File: src/rtl/fcr_pkg.sv
package fcr_pkg;
  // Number of supervised event sources; bit order is fixed by software.
  localparam int NUM_SRC = 5;
endpackage

File: src/rtl/fcr_sync.sv
module fcr_sync #(
  parameter int W      = 5,
  parameter int STAGES = 2
) (
  input  logic         clk,
  input  logic         rst,
  input  logic [W-1:0] d_i,
  output logic [W-1:0] q_o
);
  generate
    if (STAGES == 0) begin : g_bypass
      assign q_o = d_i;
    end else begin : g_chain
      logic [W-1:0] st [STAGES];
      always_ff @(posedge clk) begin
        if (rst) begin
          for (int i = 0; i < STAGES; i++) st[i] <= '0;
        end else begin
          st[0] <= d_i;
          for (int i = 1; i < STAGES; i++) st[i] <= st[i-1];
        end
      end
      assign q_o = st[STAGES-1];
    end
  endgenerate
endmodule

File: src/rtl/fcr_cell.sv
module fcr_cell (
  input  logic clk,
  input  logic rst,
  input  logic fault_i,
  input  logic wr_i,
  input  logic wr_bit_i,
  output logic q_o
);
  always_ff @(posedge clk) begin
    if (rst)          q_o <= 1'b0;
    else if (fault_i) q_o <= 1'b0;   // fault has priority over software
    else if (wr_i)    q_o <= wr_bit_i;
  end

  // reset clears the bit
  a_r1_reset_clear: assert property (@(posedge clk) rst |=> !q_o);
  // a synchronized fault always leaves the bit at 0
  a_r5_fault_wins: assert property (@(posedge clk) disable iff (rst)
    fault_i |=> !q_o);
  // an unopposed write loads the bit
  a_r2_write_loads: assert property (@(posedge clk) disable iff (rst)
    (wr_i && !fault_i) |=> (q_o == $past(wr_bit_i)));
  // with no fault and no write the bit is sticky
  a_r3_sticky: assert property (@(posedge clk) disable iff (rst)
    (!wr_i && !fault_i) |=> $stable(q_o));
endmodule

File: src/rtl/fcr_read.sv
module fcr_read #(
  parameter int               AW       = 8,
  parameter int               DW       = 8,
  parameter int               NSRC     = 5,
  parameter logic [AW-1:0]    REG_ADDR = '1
) (
  input  logic            clk,
  input  logic            rst,
  input  logic            rd_en_i,
  input  logic [AW-1:0]   rd_addr_i,
  input  logic [NSRC-1:0] bits_i,
  output logic [DW-1:0]   rd_data_o
);
  localparam int PAD = DW - NSRC;

  always_ff @(posedge clk) begin
    if (rst) begin
      rd_data_o <= '0;
    end else if (rd_en_i) begin
      if (rd_addr_i == REG_ADDR) rd_data_o <= {{PAD{1'b0}}, bits_i};
      else                       rd_data_o <= '0;
    end
  end

  // reads of other addresses return zero
  a_r9_other_zero: assert property (@(posedge clk) disable iff (rst)
    (rd_en_i && rd_addr_i != REG_ADDR) |=> (rd_data_o == '0));
  // unused upper bits never set
  a_r8_upper_zero: assert property (@(posedge clk) disable iff (rst)
    rd_data_o[DW-1:NSRC] == '0);
  // output holds without a read strobe
  a_r10_hold: assert property (@(posedge clk) disable iff (rst)
    !rd_en_i |=> $stable(rd_data_o));
endmodule

File: src/rtl/fault_cause_reg.sv
module fault_cause_reg #(
  parameter int            ADDR_W      = 8,
  parameter int            DATA_W      = 8,
  parameter logic [7:0]    REG_ADDR    = 8'hFF,
  parameter int            SYNC_STAGES = 2
) (
  input  logic                        clk,
  input  logic                        rst,
  input  logic [fcr_pkg::NUM_SRC-1:0] evt_i,
  input  logic                        wp_i,
  input  logic                        wr_en_i,
  input  logic [ADDR_W-1:0]           wr_addr_i,
  input  logic [DATA_W-1:0]           wr_data_i,
  input  logic                        rd_en_i,
  input  logic [ADDR_W-1:0]           rd_addr_i,
  output logic [DATA_W-1:0]           rd_data_o
);
  localparam int NSRC = fcr_pkg::NUM_SRC;
  localparam logic [ADDR_W-1:0] ADDR = ADDR_W'(REG_ADDR);

  logic [NSRC-1:0] fault_s;
  logic [NSRC-1:0] bits;
  logic            wr_hit;

  fcr_sync #(.W(NSRC), .STAGES(SYNC_STAGES)) u_sync (
    .clk(clk), .rst(rst), .d_i(evt_i), .q_o(fault_s)
  );

  assign wr_hit = wr_en_i && !wp_i && (wr_addr_i == ADDR);

  generate
    for (genvar g = 0; g < NSRC; g++) begin : g_cell
      fcr_cell u_cell (
        .clk(clk), .rst(rst),
        .fault_i(fault_s[g]),
        .wr_i(wr_hit),
        .wr_bit_i(wr_data_i[g]),
        .q_o(bits[g])
      );
    end
  endgenerate

  fcr_read #(.AW(ADDR_W), .DW(DATA_W), .NSRC(NSRC), .REG_ADDR(ADDR)) u_read (
    .clk(clk), .rst(rst),
    .rd_en_i(rd_en_i), .rd_addr_i(rd_addr_i),
    .bits_i(bits), .rd_data_o(rd_data_o)
  );

  // under write protect no bit can rise
  a_r6_wp_no_rise: assert property (@(posedge clk) disable iff (rst)
    wp_i |=> ((bits & ~$past(bits)) == '0));
  // writes elsewhere never raise a bit
  a_r7_addr_no_rise: assert property (@(posedge clk) disable iff (rst)
    (wr_addr_i != ADDR) |=> ((bits & ~$past(bits)) == '0));
  // a read strobe never raises a bit
  a_r9_read_no_rise: assert property (@(posedge clk) disable iff (rst)
    !wr_en_i |=> ((bits & ~$past(bits)) == '0));
endmodule

File: config.mk
export PLATFORM = sky130hd
export DESIGN_NAME = fault_cause_reg
export DESIGN_NICKNAME = d
export VERILOG_FILES = /design/src/rtl/fcr_pkg.sv /design/src/rtl/fcr_sync.sv /design/src/rtl/fcr_cell.sv /design/src/rtl/fcr_read.sv /design/src/rtl/fault_cause_reg.sv
export SDC_FILE = /design/constraint.sdc
export NUM_CORES = 1
export LEC_CHECK = 0
export CAP_MARGIN = 25
export CORE_MARGIN = 10
export CORE_UTILIZATION = 60
export DETAILED_ROUTE_END_ITERATION = 7
export DONT_BUFFER_PORTS = 1
export PLACE_DENSITY = 0.76
export SLEW_MARGIN = 20
export SYNTH_ARGS = -nofsm -noshare
export SYNTH_HDL_FRONTEND = slang
export SYNTH_HIERARCHICAL = 1
export SYNTH_SLANG_ARGS = --single-unit
File: constraint.sdc
create_clock -name clk -period 1.8 [get_ports clk]
set_clock_uncertainty 0.1 [all_clocks]
set_input_delay 0.18 -clock clk [delete_from_list [all_inputs] [get_ports clk]]
set_output_delay 0.18 -clock clk [all_outputs]
set_load 0.01 [all_outputs]
==> impl_metrics.json <==
{
  "area_delta_synth_final_pct": 17.56,
  "drt_iter0_markers": 9,
  "clock_latency_ns": 0.29,
  "clk_pin_slew_ns": 0.11,
  "cp-end-kind": "flop",
  "wl_per_cell_um": 15.48,
  "clock_path_buffers": 2,
  "fmax_mhz": 649.1,
  "slew_headroom_pct": 41.25,
  "fp-row-count": 13,
  "use_met2_pct": 16.96,
  "yosys_warnings": 6,
  "core_area_mm2": 0.001269,
  "avgSynthCellArea_um2": 10.98,
  "crit_path_cell_trace": "dlygate4sd3_1, or3b_1, o41ai_1",
  "path_delay_family": "buffers and inverters",
  "hold_viol_final": 0,
  "synth_seq_cells": 20,
  "cts-root-buf": "clkbuf_4",
  "dp_slack_ns": 0.5123,
  "grt_pass1_vias": 524,
  "numCtsBuffers": 3,
  "power_density_mw_per_mm2": 921.9,
  "vias": 520,
  "p_leak_nw": 0.3240,
  "drt-total-wl_um": 1486,
  "die_area_mm2": 0.003170,
  "grt_use_total_pct": 9.385,
  "tritoncts": "yes",
  "reg2reg_slack_ns": 0.75,
  "crit_fanout": 25,
  "dp_hpwl_um": 1045,
  "worstSetupPathDepth": 3,
  "syn_inst": 72,
  "crit_slowest_cell": "dlygate4sd3_1",
  "hold_slack_ns": 0.01787,
  "antenna_cells": 0,
  "fin_tns_setup_ns": 0,
  "crit_type": "primary input to flop",
  "die_x_um": 56.31,
  "synth_area_um2": 790.8,
  "rsz0062_at_grt": "false",
  "total_power_mw": 0.8571,
  "synth.distinct_cells": 13,
  "grt_max_degree": 26,
  "fin_crit_sh_pct": 85.59,
  "worstSetupEndpoint": "u_read/rd_data_o[4]",
  "postRouteAntennaNets": 0,
  "antenna_found_initial": 0,
  "vias_per_cell": 5.417,
  "die_h_um": 56.31,
  "post_cts_buffers": 0,
  "outcome": "completed",
  "drv_cap": 0,
  "fin_nets": 116,
  "drv_slew": 0,
  "gp_congestion": 0.7179,
  "grt.met3_usage_pct": 4.719,
  "slowest_delay_ns": 1.11,
  "crit_path_start_kind": "primary input",
  "min_path_type": "primary input to flop",
  "io_pins": 42,
  "n_fill_cell": 89,
  "crit_start": "rst",
  "worstReg2RegStart": "u_read/rd_data_o[4]",
  "fin_ws_ns": 0.2594,
  "arrival_ns": 1.59,
  "final_core_util_pct": 73.27,
  "clock-sinks": 20,
  "reg2regPathDepth": 2,
  "ys_seq_area_share_pct": 50.63,
  "use_met1_pct": 8.549,
  "cts_hold_buffers": 13,
  "setup_viol": 0,
  "top_usage_layer": "met2",
  "start_util_pct": 62.33,
  "reg2reg_to": "u_read/rd_data_o[4]",
  "dr.pass1.iters": 4,
  "tightest_slew_ns": 0.8783,
  "grt_pass1_wl_um": 2442,
  "cp_data_required_time_ns": 1.84,
  "final_cell_mix": "20 x dfxtp_1, 13 x dlygate4sd3_1, 10 x nor2b_1",
  "drive_gt1_share_pct": 13.58,
  "cts_max_level": 1,
  "route.detailed.drc": 0,
  "cts_resized": 0,
  "gr-total-overflow": 0,
  "irDropWorstVdd_mv": 0.6795,
  "final_common_cell": "dfxtp_1",
  "fin_crit_ns": 1.541,
  "port_buffers": 0,
  "path_buf_inv": 1
}
==> layout make-up <==
type                            count  area (um^2)  share of cell area [%]
Multi-Input combinational cell     44        327.8                   35.26
Sequential cell                    20        400.4                   43.07
Clock buffer                        3        22.52                   2.423
Timing Repair Buffer               13        130.1                   14.00
Tap cell                           15        18.77                   2.019
Clock inverter                      1        30.03                   3.230
==> worst min path at each step <==
stage	startpoint	endpoint	slack, ns	depth (start not counted)
floorplan	rst	g_cell[0].u_cell/q_o	0.15	1
global placement	rst	g_cell[2].u_cell/q_o	0.15	1
detailed placement	rst	g_cell[2].u_cell/q_o	0.16	1
CTS	rd_addr_i[6]	u_read/rd_data_o[1]	0.009	2
global route	rd_addr_i[6]	u_read/rd_data_o[1]	0.03	2
finish	rd_addr_i[6]	u_read/rd_data_o[1]	0.02	2
==> report_power, final <==
part	internal, mW	switching [mW]
sequential	0.453	0.00256
clock	0.225	0.129
combinational	0.0264	0.0215
==> cell families after synthesis <==
| kind of cell | after synthesis | share of synthesized area [%] |
|---|---|---|
| simple gates | 31 | 28.16 |
| buf+inv | 10 | 8.861 |
| compound gates | 5 | 5.538 |
| flops | 20 | 50.63 |
| other cells | 1 | 0.4742 |
| mux | 5 | 6.329 |
==> per-stage QoR <==
step / area (um^2) / cells
2_1_floorplan: 798.3 / 74
3_3_place_gp: 747.0 / 79
3_5_place_dp: 747.0 / 79
4_1_cts: 929.6 / 96
5_1_grt: 929.6 / 96
6_report: 929.6 / 96
==> Yosys cell counts <==
master     n  area share (%)
mux2i_1    5             6.3
dfxtp_1   20              51
o41ai_1    5             5.5
nand4_1    2             1.6
nand4b_1   1             1.1
or3b_1     5             5.5
nand2_1    6             2.8
nor3_2     6             7.6
buf_2      2             1.3
nand4_2    1             1.6
nor2b_1   10             7.9
buf_4      8             7.6
conb_1     1            0.47
==> metal layers <==
layer  routed length, um  share of wire (%)
met2                 760                 51
met1                 543                 37
met5                   0                  0
met4                  12               0.81
met3                 169                 11
==> registers in the layout (all words and copies together), names as in the netlist <==
name and cells:
u_read/rd_data_o 5, u_sync/g_chain.st 10, g_cell.u_cell/q_o 5
(Power assumes the default switching activity.)
